`config.mk`:
```
export PLATFORM = sky130hd
export DESIGN_NAME = dtmf_keysense
export DESIGN_NICKNAME = d
export VERILOG_FILES = /design/src/rtl/dtmf_pkg.sv /design/src/rtl/dtmf_sync.sv /design/src/rtl/dtmf_grp_decode.sv /design/src/rtl/dtmf_keysense.sv
export SDC_FILE = /design/constraint.sdc
export NUM_CORES = 1
export LEC_CHECK = 0
export BUFFER_PORTS_ARGS = -buffer_cell sky130_fd_sc_hd__buf_2
export CORE_MARGIN = 2
export CORE_UTILIZATION = 54
export CTS_CLUSTER_SIZE = 12
export DETAILED_ROUTE_END_ITERATION = 16
export GPL_TIMING_DRIVEN = 0
export HOLD_SLACK_MARGIN = 0.03
export PLACE_DENSITY = 0.88
export RECOVER_POWER = 50
export SETUP_SLACK_MARGIN = 0.02
export SLEW_MARGIN = 15
export SYNTH_ARGS = -nofsm -noshare
export SYNTH_HDL_FRONTEND = slang
export SYNTH_SLANG_ARGS = --single-unit
```
`constraint.sdc`:
```
create_clock -name clk -period 2.8 [get_ports clk]
set_input_delay 0 -clock clk [delete_from_list [all_inputs] [get_ports clk]]
set_output_delay 0 -clock clk [all_outputs]
set_load 0.1 [all_outputs]
```
`src/rtl/dtmf_pkg.sv`:
```
package dtmf_pkg;
  typedef enum logic [1:0] {
    GRP_NONE = 2'd0,
    GRP_ONE  = 2'd1,
    GRP_MANY = 2'd2
  } grp_cnt_e;
endpackage

```
`src/rtl/dtmf_sync.sv`:
```
module dtmf_sync #(
  parameter int          WIDTH   = 4,
  parameter int          STAGES  = 2,
  parameter logic [WIDTH-1:0] RST_VAL = '1
) (
  input  logic             clk,
  input  logic             rst,
  input  logic [WIDTH-1:0] d,
  output logic [WIDTH-1:0] q
);
  logic [WIDTH-1:0] chain [STAGES];

  genvar s;
  generate
    for (s = 0; s < STAGES; s++) begin : g_stage
      if (s == 0) begin : g_first
        always_ff @(posedge clk) begin
          if (rst) chain[0] <= RST_VAL;
          else     chain[0] <= d;
        end
      end else begin : g_next
        always_ff @(posedge clk) begin
          if (rst) chain[s] <= RST_VAL;
          else     chain[s] <= chain[s-1];
        end
      end
    end
  endgenerate

  assign q = chain[STAGES-1];
endmodule

```
`src/rtl/dtmf_grp_decode.sv`:
```
module dtmf_grp_decode
  import dtmf_pkg::*;
#(
  parameter int WIDTH = 4,
  localparam int IDX_W = (WIDTH > 1) ? $clog2(WIDTH) : 1
) (
  input  logic [WIDTH-1:0] act,
  output grp_cnt_e         cls,
  output logic [IDX_W-1:0] idx
);
  localparam int CNT_W = $clog2(WIDTH + 1);

  logic [CNT_W-1:0] cnt;
  logic [IDX_W-1:0] pos;

  always_comb begin
    cnt = '0;
    pos = '0;
    for (int i = 0; i < WIDTH; i++) begin
      if (act[i]) begin
        cnt = cnt + CNT_W'(1);
        pos = pos | IDX_W'(i);
      end
    end
  end

  always_comb begin
    if (cnt == '0)              cls = GRP_NONE;
    else if (cnt == CNT_W'(1))  cls = GRP_ONE;
    else                        cls = GRP_MANY;
  end

  assign idx = (cls == GRP_ONE) ? pos : '0;
endmodule

```
`src/rtl/dtmf_keysense.sv`:
```
module dtmf_keysense
  import dtmf_pkg::*;
#(
  parameter int N_ROWS      = 4,
  parameter int N_COLS      = 4,
  parameter int SYNC_STAGES = 2,
  localparam int ROW_IDX_W  = (N_ROWS > 1) ? $clog2(N_ROWS) : 1,
  localparam int COL_IDX_W  = (N_COLS > 1) ? $clog2(N_COLS) : 1
) (
  input  logic                 clk,
  input  logic                 rst,
  input  logic [N_ROWS-1:0]    row_n,
  input  logic [N_COLS-1:0]    col_n,
  input  logic                 single_ok,
  input  logic                 tone_off_n,
  output logic                 mute,
  output logic                 lo_en,
  output logic [ROW_IDX_W-1:0] lo_idx,
  output logic                 hi_en,
  output logic [COL_IDX_W-1:0] hi_idx,
  output logic                 out_active,
  output logic                 osc_run
);
  logic [N_ROWS-1:0] row_s;
  logic [N_COLS-1:0] col_s;
  logic [1:0]        ctl_s;

  dtmf_sync #(.WIDTH(N_ROWS), .STAGES(SYNC_STAGES), .RST_VAL('1)) u_row_sync (
    .clk(clk), .rst(rst), .d(row_n), .q(row_s)
  );
  dtmf_sync #(.WIDTH(N_COLS), .STAGES(SYNC_STAGES), .RST_VAL('1)) u_col_sync (
    .clk(clk), .rst(rst), .d(col_n), .q(col_s)
  );
  dtmf_sync #(.WIDTH(2), .STAGES(SYNC_STAGES), .RST_VAL(2'b00)) u_ctl_sync (
    .clk(clk), .rst(rst), .d({tone_off_n, single_ok}), .q(ctl_s)
  );

  grp_cnt_e              row_cls, col_cls;
  logic [ROW_IDX_W-1:0]  row_pos;
  logic [COL_IDX_W-1:0]  col_pos;

  dtmf_grp_decode #(.WIDTH(N_ROWS)) u_row_dec (
    .act(~row_s), .cls(row_cls), .idx(row_pos)
  );
  dtmf_grp_decode #(.WIDTH(N_COLS)) u_col_dec (
    .act(~col_s), .cls(col_cls), .idx(col_pos)
  );

  logic allow_single, tone_on;
  logic any_nx, lo_nx, hi_nx;

  assign allow_single = ctl_s[0];
  assign tone_on      = ctl_s[1];

  always_comb begin
    any_nx = (row_cls != GRP_NONE) || (col_cls != GRP_NONE);
    lo_nx  = 1'b0;
    hi_nx  = 1'b0;
    if (tone_on) begin
      if (row_cls == GRP_ONE && col_cls == GRP_ONE) begin
        lo_nx = 1'b1;
        hi_nx = 1'b1;
      end else if (allow_single) begin
        if (row_cls == GRP_MANY && col_cls == GRP_ONE) hi_nx = 1'b1;
        if (row_cls == GRP_ONE && col_cls == GRP_MANY) lo_nx = 1'b1;
      end
    end
  end

  always_ff @(posedge clk) begin
    if (rst) begin
      mute       <= 1'b0;
      lo_en      <= 1'b0;
      hi_en      <= 1'b0;
      lo_idx     <= '0;
      hi_idx     <= '0;
      out_active <= 1'b0;
      osc_run    <= 1'b0;
    end else begin
      mute       <= any_nx;
      lo_en      <= lo_nx;
      hi_en      <= hi_nx;
      lo_idx     <= row_pos;
      hi_idx     <= col_pos;
      out_active <= any_nx & tone_on;
      osc_run    <= lo_nx | hi_nx;
    end
  end
endmodule

```
Word level (Yosys, flattened, before mapping):

Memory sizes are Yosys's and may differ from the RTL's.
Index checks and enable logic that the tools add are counted.

* magnitude comparators: 0
* shift-type cells: 0
* bitwise gates (word level): 12
* equal/unequal tests: 6
* div/mod/pow operators: 0
* multiplexer cells: 35
* reduce and logical (&&, ||, !) cells: 10
* add/subtract/negate cells: 6
* $mul: 0

Operators by type and width (count)
* $mux 2: 10
* $mux 3: 6
* $mux 4: 4
* $mux 1: 15
* $add 3x1->3 const B: 4
* $not 4->4: 2
* $or 1x1->1: 7
* $eq 3x1->1 const B: 2
* $logic_not 3->1: 2
* $add 1x1->2 const B: 2
* $eq 2x1->1 const B: 2
* $eq 2x2->1 const B: 2
* $reduce_bool 2->1: 2
* $reduce_or 2->1: 2
* $logic_and 1x1->1: 3
* $not 1->1: 2
* $and 1x1->1: 1
* $logic_or 1x1->1: 1

* memory bits (read-only): 0
* memory bits (writable): 20
* bits of input ports: 12
* bits in latches: 0
* memories kept: 3
* output and inout port bits: 9
* register bits after elaboration: 9

Memories
* u_col_sync.chain: words 2, width 4, read ports 2, clocked after memory_dff 0, write ports 2, line dtmf_sync.sv:11 `logic [WIDTH-1:0] chain [STAGES];`
* u_row_sync.chain: words 2, width 4, read ports 2, clocked after memory_dff 0, write ports 2, line dtmf_sync.sv:11
* u_ctl_sync.chain: words 2, width 2, read ports 2, clocked after memory_dff 0, write ports 2, line dtmf_sync.sv:11

Depth between registers and ports, before layout:

An unclocked memory read counts as a cell.

* depth in word-level cells: 19
* mapped depth: 10

Cells and area by module:

From an unflattened synthesis, not the netlist that was laid out.

* cells, all modules: 124
* area, all modules: 1229.9 um^2

By module, submodules not included
* dtmf_sync at u_col_sync ...: seq. area each 160.2 um^2, cells an instance 16, area an instance 210.2 um^2, instances 2
* dtmf_grp_decode: seq. area each 0.0 um^2, cells an instance 24, area an instance 181.4 um^2, instances 2
* dtmf_keysense: seq. area each 180.2 um^2, cells an instance 36, area an instance 341.6 um^2, instances 1
* dtmf_sync at u_ctl_sync: seq. area each 80.1 um^2, cells an instance 8, area an instance 105.1 um^2, instances 1

Worst setup path after synthesis:

No wires, ideal clock.

* kind: flip-flop to flip-flop
* start: memory u_row_sync.chain[1][1]
* end: register osc_run
* arrival time: 1.923 ns
* path slack: 0.761 ns
* required time: 2.684 ns
* buffers on the path: 0
* cell stages (with the launch flop): 10
* clock period less this slack: 2.039 ns
* cell sequence: dfxtp_1 -> inv_1 -> ha_1 -> xnor2_1 -> ha_1 -> and2b_2 -> a31oi_4 -> a21bo_1 -> a21oi_2 -> a31o_1

RTL lines
* start, declared: line dtmf_sync.sv:11
* end signal, assigned: line dtmf_keysense.sv:86 `osc_run <= lo_nx | hi_nx;`
* end, declared: line dtmf_keysense.sv:22 `output logic osc_run`

==> impl_metrics.env <==
export IMPL_synth_top_family_by_area="simple AND/OR/NAND/NOR gates"
export IMPL_wl_met3_um=138
export IMPL_slew_headroom=0.227
export IMPL_hold_viol=0
export IMPL_p_per_area_nw_per_um2=524
export IMPL_critPathSlowestCell="dfxtp_1"
export IMPL_setup_viol=0
export IMPL_ctsHoldBuffers=13
export IMPL_clk_pin_slew_ps=90
export IMPL_fillers=152
export IMPL_clock_latency_ps=320
export IMPL_antenna_found_initial=0
export IMPL_synth_xor_area_share=0.0552
export IMPL_crit_top_cell="ha_1"
export IMPL_cap_violations=0
export IMPL_nets=177
export IMPL_synthAdderAreaFrac=0.0602
export IMPL_dp_hpwl_um=1460
export IMPL_cp_max_fo=6
export IMPL_slowest_delay_ps=370
export IMPL_top_layer_used="met4"
export IMPL_die_y_um=52.0
export IMPL_synth_seq_cells=29
export IMPL_synth_area_mux_share=0
export IMPL_multi_input_area_um2=621
export IMPL_ys_types=38
export IMPL_synth_compound_area_share=0.122
export IMPL_grt_pass1_vias=902
export IMPL_ctsResizeCount=0
export IMPL_drc=0
export IMPL_syn_nets=137
export IMPL_syn_avg_cell_area_um2=10.5
export IMPL_final_core_util=0.710
export IMPL_cts_buffers=5
export IMPL_postSynth_asyncResetShare=0
export IMPL_coreArea_um2=2190
export IMPL_synth_top_area_cell="dfxtp_1"
export IMPL_leakage_nw=0.701
export IMPL_synth_simple_area_share=0.260
export IMPL_dr_first_iter_drc_count=20
export IMPL_netlist_area_um2=1250
export IMPL_layout_area_seq_um2=581
export IMPL_holdWs_ps=392
export IMPL_clock_sinks=29
export IMPL_ant_nets=0
export IMPL_viasPerCell=4.85
export IMPL_ys_flop_type="dfxtp_1"
export IMPL_ys_top_cells_by_count="dfxtp_1 (29), or2_2 (16), nor2_1 (8), ha_1 (6), nand2b_1 (5)"
export IMPL_hold_class="in -> reg"
export IMPL_slew_violations=0
export IMPL_ir_drop_v=0.000443
export IMPL_ys_seq_area_frac=0.466
export IMPL_firstDrtPassIters=4
export IMPL_num_rows=17
export IMPL_routed_wl_um=2230
export IMPL_synth_top_area_share=0.466
export IMPL_cts_setup_buffers=0
export IMPL_diodes=0
export IMPL_areaGrowthSynthToFinish_pct=24.8
export IMPL_crit_family="adder cells"
export IMPL_tightest_slew_ps=1160
export IMPL_path_buf_inv=1
export IMPL_outcome="finished, final reports clean"
export IMPL_cts_root_buf="clkbuf_4"
export IMPL_start_kind="flip-flop"
export IMPL_crit_chain="inv_1 > ha_1 > xnor2_1 > ha_1 > and2b_2 > a31oi_4 > a21bo_1 > a21oi_2 > a31o_1"
export IMPL_via_count=912
export IMPL_stdcell_count=188
export IMPL_port_buffers=20
export IMPL_netlist_instances=119
export IMPL_drive_above_1_share=0.306
export IMPL_gp_congestion=0.830
export IMPL_required_ps=3020
export IMPL_clock_fmax_mhz=445
export IMPL_path_class="reg -> reg"
export IMPL_rsz0062_at_grt="no"
export IMPL_fp_dieW_um=52.0
export IMPL_yosysWarnings=0
export IMPL_synthTopCellsByArea="dfxtp_1 (47%), or2_2 (8.0%), ha_1 (6.0%), xnor2_1 (2.8%), nand2b_1 (2.5%)"
export IMPL_wl_met2_um=1190
export IMPL_worstPathArrival_ps=2470
export IMPL_initial_core_util=0.569
export IMPL_critPathCaptureType="flip-flop"
export IMPL_overflow=0
export IMPL_yosysMostFrequentCell="dfxtp_1"
export IMPL_grt_pass1_wl_um=3690
export IMPL_layout_worst_path_cycle_share=0.803
export IMPL_grt_max_degree=11
export IMPL_ios=21
export IMPL_wl_per_cell_um=11.9
export IMPL_dieArea_um2=2710
export IMPL_fin_total_pwr_w=0.000815
export IMPL_synth_edf_count=0
export IMPL_wl_met1_um=872
export IMPL_cts_tree="built"
export IMPL_cts_buffer_depth=2
export IMPL_htree_num_levels=2
export IMPL_grt_util_all_layers=0.196
export IMPL_fin_tns_setup_ps=0
export IMPL_skew_ps=6.77
export IMPL_period_minus_slack_ps=2250
export IMPL_place_inst=167
[worst paths after layout]
check	startpoint	endpoint	slack, ps	cells after the start
hold reg to reg	u_col_sync.chain[0][0]$_SDFF_PP1_	u_col_sync.chain[1][0]$_SDFF_PP1_	410	1
hold / removal	row_n[2]	u_row_sync.chain[0][2]$_SDFF_PP1_	390	3
setup reg to reg	u_row_sync.chain[1][1]$_SDFF_PP1_	osc_run$_SDFF_PP0_	550	9
setup / recovery	u_row_sync.chain[1][1]$_SDFF_PP1_	osc_run$_SDFF_PP0_	550	9
[routing by layer]
metal | global-route usage | vias to the layer above
met1 | 0.203 | 407
met3 | 0.0747 | 4
met2 | 0.335 | 29
li1 | - | 472
met5 | 0 | -
met4 | 0.110 | 0
[metrics by stage]
stage          worst slack [ps]  instance area, um^2
2_1_floorplan               761                 1250
3_3_place_gp                653                 1380
3_5_place_dp                580                 1380
4_1_cts                     555                 1560
5_1_grt                     419                 1560
6_report                    552                 1560
[registers in the layout, indices dropped and copies added (netlist names)]
register and cells:
lo_en 1, lo_idx 2, mute 1, hi_idx 2
u_row_sync.chain 8, u_col_sync.chain 8, osc_run 1, u_ctl_sync.chain 4
hi_en 1, out_active 1
[area by class of cell]
cell class | instances | area share
Clock inverter | 2 | 0.00644
Inverter | 4 | 0.00965
Clock buffer | 6 | 0.0265
Buffer | 4 | 0.0193
Multi-Input combinational cell | 82 | 0.399
Sequential cell | 29 | 0.373
Tap cell | 28 | 0.0225
Timing Repair Buffer | 33 | 0.143
[report_power, final]
| part | total [W] | leakage [nW] | switching [W] | internal (W) |
|---|---|---|---|---|
| registers | 0.000438 | 0.239 | 0.00000762 | 0.000430 |
| clock network | 0.000235 | 0.0320 | 0.000139 | 0.0000955 |
| logic | 0.000143 | 0.430 | 0.0000836 | 0.0000589 |
[placed cells by master (no fill, tap or decap), types with 2 or more instances in the layout]
master,n
a21oi_2,2
a31o_1,2
o21ai_0,3
or2_2,16
a211oi_1,2
dfxtp_1,29
ha_1,6
xnor2_1,4
nand2_1,4
buf_2,14
clkinv_2,2
inv_1,4
nand3b_1,2
nand2b_1,5
nor2_1,8
xor2_1,2
nor2b_1,4
buf_6,2
dlygate4sd3_1,13
clkbuf_4,5
o21a_1,2
clkbuf_1,9
[worst min-delay path, stage by stage]
cell and delay [ps]:
dlygate4sd3_1 520, buf_2 90, or2_2 80
[cell families (layout without fill, tap and decap cells)]
| kind of cell | after synthesis | after routing |
|---|---|---|
| buf+inv | 8 | 49 |
| flops | 29 | 29 |
| xor+xnor | 7 | 7 |
| simple gates | 52 | 52 |
| fa+ha+maj | 6 | 6 |
| compound gates | 17 | 17 |
Power figures use the tool's default switching activity.
